===== src/rtl/mdio_pkg.sv =====
package mdio_pkg;
    localparam int MDIO_DW = 16;
    localparam int MDIO_AW = 5;
    localparam logic [1:0] OP_READ  = 2'b10;
    localparam logic [1:0] OP_WRITE = 2'b01;

    typedef enum logic [3:0] {
        S_HUNT,
        S_START,
        S_OPCODE,
        S_ADDR,
        S_RD_TA,
        S_RD_DATA,
        S_WR_TA,
        S_WR_DATA,
        S_SKIP
    } frame_state_e;
endpackage


===== src/rtl/mdio_edge_sync.sv =====
module mdio_edge_sync #(
    parameter int STAGES = 2
) (
    input  logic clk,
    input  logic rst_n,
    input  logic mdc_i,
    input  logic mdio_i,
    output logic rise_o,
    output logic fall_o,
    output logic mdio_s_o
);
    typedef struct packed {
        logic [STAGES-1:0] clk_pipe;
        logic [STAGES-1:0] dat_pipe;
        logic              clk_prev;
    } sync_t;

    sync_t s_d, s_q;

    always_comb begin
        s_d          = s_q;
        s_d.clk_pipe = {s_q.clk_pipe[STAGES-2:0], mdc_i};
        s_d.dat_pipe = {s_q.dat_pipe[STAGES-2:0], mdio_i};
        s_d.clk_prev = s_q.clk_pipe[STAGES-1];
    end

    always_ff @(posedge clk or negedge rst_n) begin
        if (!rst_n) begin
            s_q.clk_pipe <= '0;
            s_q.dat_pipe <= '1;
            s_q.clk_prev <= 1'b0;
        end else begin
            s_q <= s_d;
        end
    end

    assign rise_o   = s_q.clk_pipe[STAGES-1] & ~s_q.clk_prev;
    assign fall_o   = ~s_q.clk_pipe[STAGES-1] & s_q.clk_prev;
    assign mdio_s_o = s_q.dat_pipe[STAGES-1];
endmodule


===== src/rtl/mdio_regfile.sv =====
module mdio_regfile
    import mdio_pkg::*;
#(
    parameter int                 NREG        = 8,
    parameter int                 STATUS_IDX  = 1,
    parameter logic [MDIO_DW-1:0] STATUS_BITS = 16'h7809,
    parameter int                 NOPRE_BIT   = 6
) (
    input  logic               clk,
    input  logic               rst_n,
    input  logic               wr_en_i,
    input  logic [MDIO_AW-1:0] wr_addr_i,
    input  logic [MDIO_DW-1:0] wr_data_i,
    input  logic [MDIO_AW-1:0] rd_addr_i,
    output logic [MDIO_DW-1:0] rd_data_o,
    output logic               stb_o,
    output logic [MDIO_AW-1:0] stb_addr_o,
    output logic [MDIO_DW-1:0] stb_data_o
);
    localparam int IW = (NREG > 1) ? $clog2(NREG) : 1;
    localparam logic [MDIO_DW-1:0] STATUS_RD = STATUS_BITS | (MDIO_DW'(1) << NOPRE_BIT);

    typedef struct packed {
        logic               stb;
        logic [MDIO_AW-1:0] addr;
        logic [MDIO_DW-1:0] data;
    } stb_t;

    logic               wr_ok;
    logic [MDIO_DW-1:0] rd_vec [NREG];
    stb_t               st_d, st_q;

    assign wr_ok = wr_en_i && (int'(wr_addr_i) < NREG)
                && (wr_addr_i != MDIO_AW'(STATUS_IDX));

    for (genvar i = 0; i < NREG; i++) begin : g_reg
        if (i == STATUS_IDX) begin : g_ro
            assign rd_vec[i] = STATUS_RD;
        end else begin : g_rw
            logic [MDIO_DW-1:0] r_d, r_q;
            always_comb begin
                r_d = r_q;
                if (wr_ok && wr_addr_i == MDIO_AW'(i)) r_d = wr_data_i;
            end
            always_ff @(posedge clk or negedge rst_n) begin
                if (!rst_n) r_q <= '0;
                else        r_q <= r_d;
            end
            assign rd_vec[i] = r_q;
        end
    end

    always_comb begin
        if (int'(rd_addr_i) < NREG) rd_data_o = rd_vec[rd_addr_i[IW-1:0]];
        else                        rd_data_o = '0;
    end

    always_comb begin
        st_d      = st_q;
        st_d.stb  = wr_ok;
        if (wr_ok) begin
            st_d.addr = wr_addr_i;
            st_d.data = wr_data_i;
        end
    end

    always_ff @(posedge clk or negedge rst_n) begin
        if (!rst_n) st_q <= '0;
        else        st_q <= st_d;
    end

    assign stb_o      = st_q.stb;
    assign stb_addr_o = st_q.addr;
    assign stb_data_o = st_q.data;
endmodule


===== src/rtl/mdio_frame_ctrl.sv =====
module mdio_frame_ctrl
    import mdio_pkg::*;
#(
    parameter logic [MDIO_AW-1:0] PHY_ADDR = 5'h10
) (
    input  logic               clk,
    input  logic               rst_n,
    input  logic               rise_i,
    input  logic               fall_i,
    input  logic               bit_i,
    input  logic [MDIO_DW-1:0] rd_data_i,
    output logic [MDIO_AW-1:0] rd_addr_o,
    output logic               wr_en_o,
    output logic [MDIO_AW-1:0] wr_addr_o,
    output logic [MDIO_DW-1:0] wr_data_o,
    output logic               mdio_o,
    output logic               mdio_oe_o
);
    localparam int CW        = 5;
    localparam int ADDR_BITS = 2 * MDIO_AW;
    localparam int SKIP_BITS = 2 + MDIO_DW;

    typedef struct packed {
        frame_state_e       state;
        logic [CW-1:0]      cnt;
        logic [MDIO_DW-1:0] sh;
        logic               is_rd;
        logic [MDIO_AW-1:0] regad;
        logic [MDIO_DW-1:0] tx;
        logic               wr_en;
        logic [MDIO_DW-1:0] wr_data;
        logic               o;
        logic               oe;
    } fr_t;

    fr_t f_d, f_q;
    logic [1:0]           op_bits;
    logic [ADDR_BITS-1:0] addr_bits;

    assign op_bits   = {f_q.sh[0], bit_i};
    assign addr_bits = {f_q.sh[ADDR_BITS-2:0], bit_i};

    always_comb begin
        f_d       = f_q;
        f_d.wr_en = 1'b0;
        if (rise_i) begin
            f_d.sh  = {f_q.sh[MDIO_DW-2:0], bit_i};
            f_d.cnt = f_q.cnt + 1'b1;
            unique case (f_q.state)
                S_HUNT:  if (!bit_i) f_d.state = S_START;
                S_START: begin
                    f_d.cnt   = '0;
                    f_d.state = bit_i ? S_OPCODE : S_HUNT;
                end
                S_OPCODE: if (f_q.cnt == CW'(1)) begin
                    f_d.cnt = '0;
                    if (op_bits == OP_READ) begin
                        f_d.is_rd = 1'b1;
                        f_d.state = S_ADDR;
                    end else if (op_bits == OP_WRITE) begin
                        f_d.is_rd = 1'b0;
                        f_d.state = S_ADDR;
                    end else begin
                        f_d.state = S_HUNT;
                    end
                end
                S_ADDR: if (f_q.cnt == CW'(ADDR_BITS - 1)) begin
                    f_d.cnt   = '0;
                    f_d.regad = addr_bits[MDIO_AW-1:0];
                    if (addr_bits[ADDR_BITS-1:MDIO_AW] != PHY_ADDR) f_d.state = S_SKIP;
                    else if (f_q.is_rd)                            f_d.state = S_RD_TA;
                    else                                           f_d.state = S_WR_TA;
                end
                S_RD_TA: if (f_q.cnt == CW'(1)) begin
                    f_d.cnt   = '0;
                    f_d.tx    = rd_data_i;
                    f_d.state = S_RD_DATA;
                end
                S_RD_DATA: if (f_q.cnt == CW'(MDIO_DW - 1)) f_d.state = S_HUNT;
                S_WR_TA: begin
                    if (f_q.cnt == '0) begin
                        if (!bit_i) f_d.state = S_HUNT;
                    end else begin
                        f_d.cnt   = '0;
                        f_d.state = bit_i ? S_HUNT : S_WR_DATA;
                    end
                end
                S_WR_DATA: if (f_q.cnt == CW'(MDIO_DW - 1)) begin
                    f_d.wr_en   = 1'b1;
                    f_d.wr_data = {f_q.sh[MDIO_DW-2:0], bit_i};
                    f_d.state   = S_HUNT;
                end
                S_SKIP: if (f_q.cnt == CW'(SKIP_BITS - 1)) f_d.state = S_HUNT;
                default: f_d.state = S_HUNT;
            endcase
        end else if (fall_i) begin
            if (f_q.state == S_RD_TA && f_q.cnt == CW'(1)) begin
                f_d.oe = 1'b1;
                f_d.o  = 1'b0;
            end else if (f_q.state == S_RD_DATA) begin
                f_d.oe = 1'b1;
                f_d.o  = f_q.tx[MDIO_DW-1];
                f_d.tx = {f_q.tx[MDIO_DW-2:0], 1'b0};
            end else begin
                f_d.oe = 1'b0;
                f_d.o  = 1'b0;
            end
        end
    end

    always_ff @(posedge clk or negedge rst_n) begin
        if (!rst_n) begin
            f_q       <= '0;
            f_q.state <= S_HUNT;
        end else begin
            f_q <= f_d;
        end
    end

    assign rd_addr_o = f_q.regad;
    assign wr_en_o   = f_q.wr_en;
    assign wr_addr_o = f_q.regad;
    assign wr_data_o = f_q.wr_data;
    assign mdio_o    = f_q.o;
    assign mdio_oe_o = f_q.oe;
endmodule


===== src/rtl/mdio_phy_responder.sv =====
module mdio_phy_responder
    import mdio_pkg::*;
#(
    parameter logic [MDIO_AW-1:0] PHY_ADDR    = 5'h10,
    parameter int                 NREG        = 8,
    parameter logic [MDIO_DW-1:0] STATUS_BITS = 16'h7809,
    parameter int                 SYNC_STAGES = 2
) (
    input  logic               clk,
    input  logic               rst_n,
    input  logic               mdc,
    input  logic               mdio_i,
    output logic               mdio_o,
    output logic               mdio_oe,
    output logic               wr_stb,
    output logic [MDIO_AW-1:0] wr_addr,
    output logic [MDIO_DW-1:0] wr_data
);
    logic               mdc_rise, mdc_fall, mdio_s;
    logic [MDIO_AW-1:0] rf_rd_addr, rf_wr_addr;
    logic [MDIO_DW-1:0] rf_rd_data, rf_wr_data;
    logic               rf_wr_en;

    mdio_edge_sync #(.STAGES(SYNC_STAGES)) u_sync (
        .clk      (clk),
        .rst_n    (rst_n),
        .mdc_i    (mdc),
        .mdio_i   (mdio_i),
        .rise_o   (mdc_rise),
        .fall_o   (mdc_fall),
        .mdio_s_o (mdio_s)
    );

    mdio_frame_ctrl #(.PHY_ADDR(PHY_ADDR)) u_ctrl (
        .clk       (clk),
        .rst_n     (rst_n),
        .rise_i    (mdc_rise),
        .fall_i    (mdc_fall),
        .bit_i     (mdio_s),
        .rd_data_i (rf_rd_data),
        .rd_addr_o (rf_rd_addr),
        .wr_en_o   (rf_wr_en),
        .wr_addr_o (rf_wr_addr),
        .wr_data_o (rf_wr_data),
        .mdio_o    (mdio_o),
        .mdio_oe_o (mdio_oe)
    );

    mdio_regfile #(.NREG(NREG), .STATUS_BITS(STATUS_BITS)) u_regs (
        .clk        (clk),
        .rst_n      (rst_n),
        .wr_en_i    (rf_wr_en),
        .wr_addr_i  (rf_wr_addr),
        .wr_data_i  (rf_wr_data),
        .rd_addr_i  (rf_rd_addr),
        .rd_data_o  (rf_rd_data),
        .stb_o      (wr_stb),
        .stb_addr_o (wr_addr),
        .stb_data_o (wr_data)
    );
endmodule


===== config.mk =====
export PLATFORM = sky130hd
export DESIGN_NAME = mdio_phy_responder
export DESIGN_NICKNAME = d
export VERILOG_FILES = /design/src/rtl/mdio_pkg.sv /design/src/rtl/mdio_edge_sync.sv /design/src/rtl/mdio_regfile.sv /design/src/rtl/mdio_frame_ctrl.sv /design/src/rtl/mdio_phy_responder.sv
export SDC_FILE = /design/constraint.sdc
export NUM_CORES = 1
export LEC_CHECK = 0
export ABC_AREA = 1
export ABC_CLOCK_PERIOD_IN_PS = 2140
export BUFFER_PORTS_ARGS = -buffer_cell sky130_fd_sc_hd__buf_2
export CAP_MARGIN = 20
export CORE_MARGIN = 2
export CORE_UTILIZATION = 45
export CTS_CLUSTER_DIAMETER = 40
export DETAILED_ROUTE_END_ITERATION = 10
export GPL_TIMING_DRIVEN = 0
export PLACE_DENSITY = 0.62
export SETUP_SLACK_MARGIN = 0.3
export SYNTH_ARGS = -nofsm -noshare
export SYNTH_HDL_FRONTEND = slang
export SYNTH_HIERARCHICAL = 1
export SYNTH_SLANG_ARGS = --single-unit

===== constraint.sdc =====
create_clock -name clk -period 2.14 [get_ports clk]
set_input_delay 0.214 -clock clk [delete_from_list [all_inputs] [get_ports clk]]
set_output_delay 0.214 -clock clk [all_outputs]
set_load 0.02 [all_outputs]

Word-level counts from Yosys, hierarchy flattened
Cells that the tools add are included.
{"block": "op_classes", "n_addsub": 1, "magnitude_cmp": 2, "eq_ne": 32, "muxes": 34, "bitwise_logic": 6, "n_reduce_logical": 23}
{"cell": "$mux 16", "n": 9}
{"cell": "$mux 17", "n": 3}
{"cell": "$bmux 16 s3", "n": 1}
{"cell": "$pmux 4 s8", "n": 1}
{"cell": "$mux 9", "n": 3}
{"cell": "$pmux 5 s5", "n": 1}
{"cell": "$mux 4", "n": 6}
{"cell": "$eq 5x3->1 const B", "n": 4}
{"cell": "$eq 4x3->1 const B", "n": 4}
{"cell": "$ne 2x1->1 const B", "n": 7}
{"cell": "$mux 2", "n": 6}
{"cell": "$eq 5x2->1 const B", "n": 2}
{"cell": "$eq 5x4->1 const B", "n": 2}
{"cell": "$logic_and 1x1->1", "n": 10}
{"cell": "$logic_not 5->1", "n": 2}
{"cell": "$eq 4x2->1 const B", "n": 2}
{"cell": "$reduce_and 8->1", "n": 1}
{"cell": "$reduce_and 3->1", "n": 2}
{"cell": "$reduce_bool 2->1", "n": 3}
{"cell": "$add 5x1->5 const B", "n": 1}
{"cell": "$eq 5x1->1 const B", "n": 1}
{"cell": "$eq 5x5->1 const B", "n": 1}
{"cell": "$lt 5x4->1 const B", "n": 1}
{"cell": "$mux 5", "n": 1}
{"cell": "19 further kinds", "n": 24}
{"block": "word_totals", "reg_bits": 204, "input_bits": 4, "wordCells": 121}

Depth between registers and ports, before layout
{"block": "depth", "ltp_word": 8, "mapped_depth": 14}

By module
Netlist, hierarchy kept.
{"mod": "mdio_regfile", "instances": 1, "cells_each": 847, "area_per_inst_um2": 6406.1, "seq_area_each_um2": 3353.2}
{"mod": "mdio_frame_ctrl", "instances": 1, "cells_each": 427, "area_per_inst_um2": 3319.4, "seq_area_each_um2": 1626.6}
{"mod": "mdio_edge_sync", "instances": 1, "cells_each": 9, "area_per_inst_um2": 142.6, "seq_area_each_um2": 127.6}

Worst setup path before layout
No wires, ideal clock.
{"block": "synth_timing", "path_type": "register to register", "startpoint": "register u_ctrl/f_q[58] (netlist bit)", "endpoint": "register u_ctrl/f_q[24] (netlist bit)", "arrival_ns": 1.499, "path_slack_ns": 0.525, "path_stages_with_launch": 13, "path_buffers": 1, "synth_period_minus_slack_ns": 1.615, "cell_sequence": "dfrtp_1 -> inv_1 -> ha_1 -> inv_1 -> nor2_1 -> nand2_4 -> nor2_4 -> nor2_2 -> nand2_4 -> nand2_4 -> buf_6 -> nand2_1 -> nand2_1"}
{"block": "synth_via", "elab_chain_cells": 4}
{"element": "start, declared", "line": "mdio_frame_ctrl.sv:36", "source": "fr_t f_d, f_q;"}
{"element": "$eq 5x1->1 *", "line": "mdio_frame_ctrl.sv:74, mdio_frame_ctrl.sv:97"}
{"element": "$logic_and 1x1->1", "line": "mdio_frame_ctrl.sv:97", "source": "if (f_q.state == S_RD_TA && f_q.cnt == CW'(1)) begin"}
{"element": "$ne 2x2->1 (no line)"}
{"element": "$reduce_and 5->1 (no line) *"}
Mark *: on every way between the ends. The rest lies on a longest branch, timed or not.
A chain may end at the register's enable or synchronous reset.

Final worst setup path
{"block": "layout_timing", "startpoint": "register u_ctrl.f_q (netlist bit u_ctrl/rd_addr_o[0])", "endpoint": "register u_ctrl/f_q[28] (netlist bit)"}
{"block": "layout_via", "elab_chain_cells": 8}
{"element": "$not 3->4 (implied by the code)", "line": "mdio_regfile.sv:54", "source": "if (int'(rd_addr_i) < NREG) rd_data_o = rd_vec[rd_addr_i[IW-1:0]];"}
{"element": "$bmux 16 s3", "line": "mdio_regfile.sv:54"}
{"element": "$mux 16 (implied by the code) (2 in a row)", "line": "mdio_regfile.sv:54"}
{"element": "$mux 16 *", "line": "mdio_regfile.sv:54"}
{"element": "named net rf_rd_data[9]", "line": "mdio_phy_responder.sv:21", "source": "logic [MDIO_DW-1:0] rf_rd_data, rf_wr_data;"}
{"element": "$mux 16 *", "line": "mdio_frame_ctrl.sv:74", "source": "S_RD_TA: if (f_q.cnt == CW'(1)) begin"}
{"element": "$mux 16 *", "line": "mdio_frame_ctrl.sv:49", "source": "unique case (f_q.state)"}
{"element": "$mux 16 *", "line": "mdio_frame_ctrl.sv:46", "source": "if (rise_i) begin"}
The timed path passes the listed nets; every way through them passes the cells marked *. The select of a mux whose other input is x is not followed.

==> metrics.md <==
| Metric | Value |
|---|---|
| Hold Fails Final Rpt | 0 |
| Final setup viols | 0 |
| Critical path's most frequent cell | nand2_1 |
| Synth warn | 6 |
| Area leader, netlist | dfrtp_1 |
| Async SR Flop Fraction | 100% |
| WL final | 27800 µm |
| Synthesized area | 9870 µm² |
| Clock Skews | approximately 0.020 ns |
| VDD IR max | roughly 0.00079 V |
| Reg-to-Reg Start | u_ctrl/rd_addr_o[0] |
| Hold_ws | 0.294 ns |
| PwrDens | 845 nW/µm² |
| Final Critical Period | around 1.8 ns |
| Syn-to-layout area delta | 23.3% |
| Place WS | -0.176 ns |
| Boundary pin count | 28 |
| Yosys top cell area share | around half |
| Slowest-stage cell, CP | dfrtp_2 |
| Diode count | 0 |
| GP Congestion | 0.909 |
| Core region area | 21700 µm² |
| Slew @ Worst Pin | 0.715 ns |
| Share of post-route cells with drive strength above 1 | just under 20% |
| Largest cells by area after synthesis | dfrtp_1 51%, nand2_1 19%, o21ai_0 6.2% |
| IO buf count | 27 |
| DRC | 0 |
| Pin count of the biggest net entering global routing | 115 |
| Total global routing overflow | 0 |
| Number of nets in the layout | between 1000 and 1500 |
| Synth cell count leaders | 498 x nand2_1, 202 x dfrtp_1, 122 x o21ai_0, 119 x nand3_1, 113 x inv_1 |
| CTS root buf | clkbuf_16 |
| CP cell instances | buf_6 > buf_8 > buf_8 > nor2_4 > buf_6 > a21oi_2 > nand2_1 > nand2_1 > nor2_1 > nand2_1 > nand2_1 > nand2_1 > nand2_1 |
| Number of synthesized register bits | roughly 200 |
| Tcrit/Tclk final | between 80% and 90% |
| First-pass GRT wire length | 44500 µm |
| Main synth FF type | dfrtp_1 |
| Hold WC Path Type | primary input to asynchronous set/reset pin |
| DR WL/cell | 16.5 µm |
| Vias per std cell | 5.18 |
| Worst Setup Start Kind | flop |
| ANT nets after route | 0 |
| Vias in the first global route | 8234 |
| CTS tree | done |
| Reg2Reg Depth | 13 |
| FF-to-FF setup slack | 0.33 ns |
| Status | complete, no violations |
| DP HPWL | 18800 µm |
| Die area | 23100 µm² |
| Longest Clk Path Bufs | 3 |
| Clock Latency Late Sink | 0.51 ns |
| Die Wd | 152 µm |
| Worst-path fanout max | 6 |
| Die H | 152 µm |
| Max Freq | 0.552 GHz |
| Element type at the critical path end | flop |
| Power consumption | slightly above 10 mW |
| CTS buffer count | 35 |
| Bufs and invs on worst path | 4 |
| Slew Limit Fails | 0 |
| Syn_nets | 1292 |
| Post-synthesis average cell area | 7.69 µm² |
| Crit Path Category | flop to flop |
| Number of distinct library cells after synthesis | 31 |
| Largest delay contributor family on the critical path | simple AND/OR/NAND/NOR gates |
| Sinks on Clock Net | 204 |
| Initial antenna violation count | 0 |
| FP Rows | 54 |
| Vias | 8719 |
| Clk pin slew, worst setup/hold paths | around 0.050 ns |
| Max stage delay on crit path | 0.44 ns |
| Sequential-to-total area share from yosys stat | between 50% and 60% |
| Initial core utilization | 45.5% |
| EDFF count, synth | 0 |
| Max-cap viol count | 0 |
| Initial DRT Pass Iterations | 6 |
| RSZ-0062 raised after global routing | true |
| Final worst slack | 0.327 ns |
| Synthesized netlist cell count | 1283 |
| Leakage | 6.16 nW |
| Relative slew slack | 52.3% |
| Worst path required time | roughly 2.6 ns |
| Initial drt markers | 688 |
| Tot GR Track Use | 24.1% |
| H-tree levels | 2 |
| Worst reg2reg endpoint | u_ctrl/f_q[28] |
| CP arrival | 2.24 ns |
| Count leader, synth | nand2_1 |
==> how the worst max path moves through the flow <==
stage / cells past startpoint / startpoint / endpoint
after floorplan: 12 / u_ctrl/f_q[58] / u_ctrl/f_q[24]
after global placement: 1 / rst_n / u_sync/s_d[4]
after detailed placement: 12 / u_ctrl/rd_addr_o[0] / u_ctrl/f_q[22]
after CTS: 9 / u_ctrl/rd_addr_o[1] / u_ctrl/f_q[22]
after global routing: 13 / u_ctrl/rd_addr_o[0] / u_ctrl/f_q[28]
final: 13 / u_ctrl/rd_addr_o[0] / u_ctrl/f_q[28]
==> through the flow <==
step,instance area (µm²),instances,TNS [ns],utilization (%)
after global routing,12200,1682,0,56.1
after global placement,10400,1590,-551.24,47.7
after floorplan,9870,1283,0,-
after detailed placement,10400,1591,-1.38,47.9
after CTS,11800,1666,0,54.5
final,12200,1682,0,56.1
==> registers in the layout (all words and copies together), names as in the netlist <==
signal             cells
u_ctrl/rd_addr_o       5
u_ctrl/wr_en_o         1
u_regs/stb_addr_o      5
u_sync/s_q             1
u_ctrl/f_q            32
u_ctrl/wr_data_o      16
u_regs/g.g_rw.r_q    112
u_ctrl/addr_bits       9
u_regs/stb_data_o     16
u_sync/s_d             3
u_regs/stb_o           1
u_ctrl/mdio_oe_o       1
u_sync/mdio_s_o        1
u_ctrl/mdio_o          1
==> power breakdown <==
part           switching, mW  internal [mW]
Sequential             0.111           3.97
Combinational          0.522          0.281
Clock                   1.94           3.45
Total                   2.58           7.70
==> placed cells by master (no fill, tap or decap), types with 12 or more instances in the layout <==
cell	count
nand2_1	491
inv_1	109
clkbuf_16	37
dfrtp_1	200
nor2_1	67
o21ai_0	121
buf_4	55
nor2_2	12
buf_2	43
buf_6	14
nand3_1	108
==> cell type report <==
| type | instances | area (µm²) |
|---|---|---|
| plain buffers | 86 | 652 |
| clock buffers | 45 | 1010 |
| clock inverters | 16 | 135 |
| fillers | 2012 | 9530 |
| inverters | 116 | 440 |
| multi-input cells | 877 | 4040 |
| flip-flops and latches | 204 | 5110 |
| well taps | 280 | 350 |
| repair buffers | 58 | 434 |
==> metal layers <==
layer  track usage [%]  wire [µm]  vias up
li1                  -          -     4186
met1              34.9      12700     4158
met2              36.4      12300      313
met3              4.31       1870       62
met4              8.63        900        0
met5                 0          0        -
==> cell families after synthesis <==
family / count (synthesis) / share of synthesized area (%)
AO/OA/AOI/OAI: 145 / 7.40
buffers and inverters: 202 / 9.60
adder cells (fa/ha/maj): 5 / 0.634
XOR/XNOR: 2 / 0.178
flip-flops: 204 / 51.8
AND/OR/NAND/NOR: 725 / 30.4
==> timing repair <==
action | in CTS | in global routing
buffers inserted | 10 | 16
cloned | 1 | 0
hold buffers | 3 | 0
gates resized for setup | 59 | 89
endpoints found under the setup margin | 37 | 121
pin swaps | 12 | 29
endpoints found under the hold margin | 92 | 0
(Power assumes the default switching activity.)
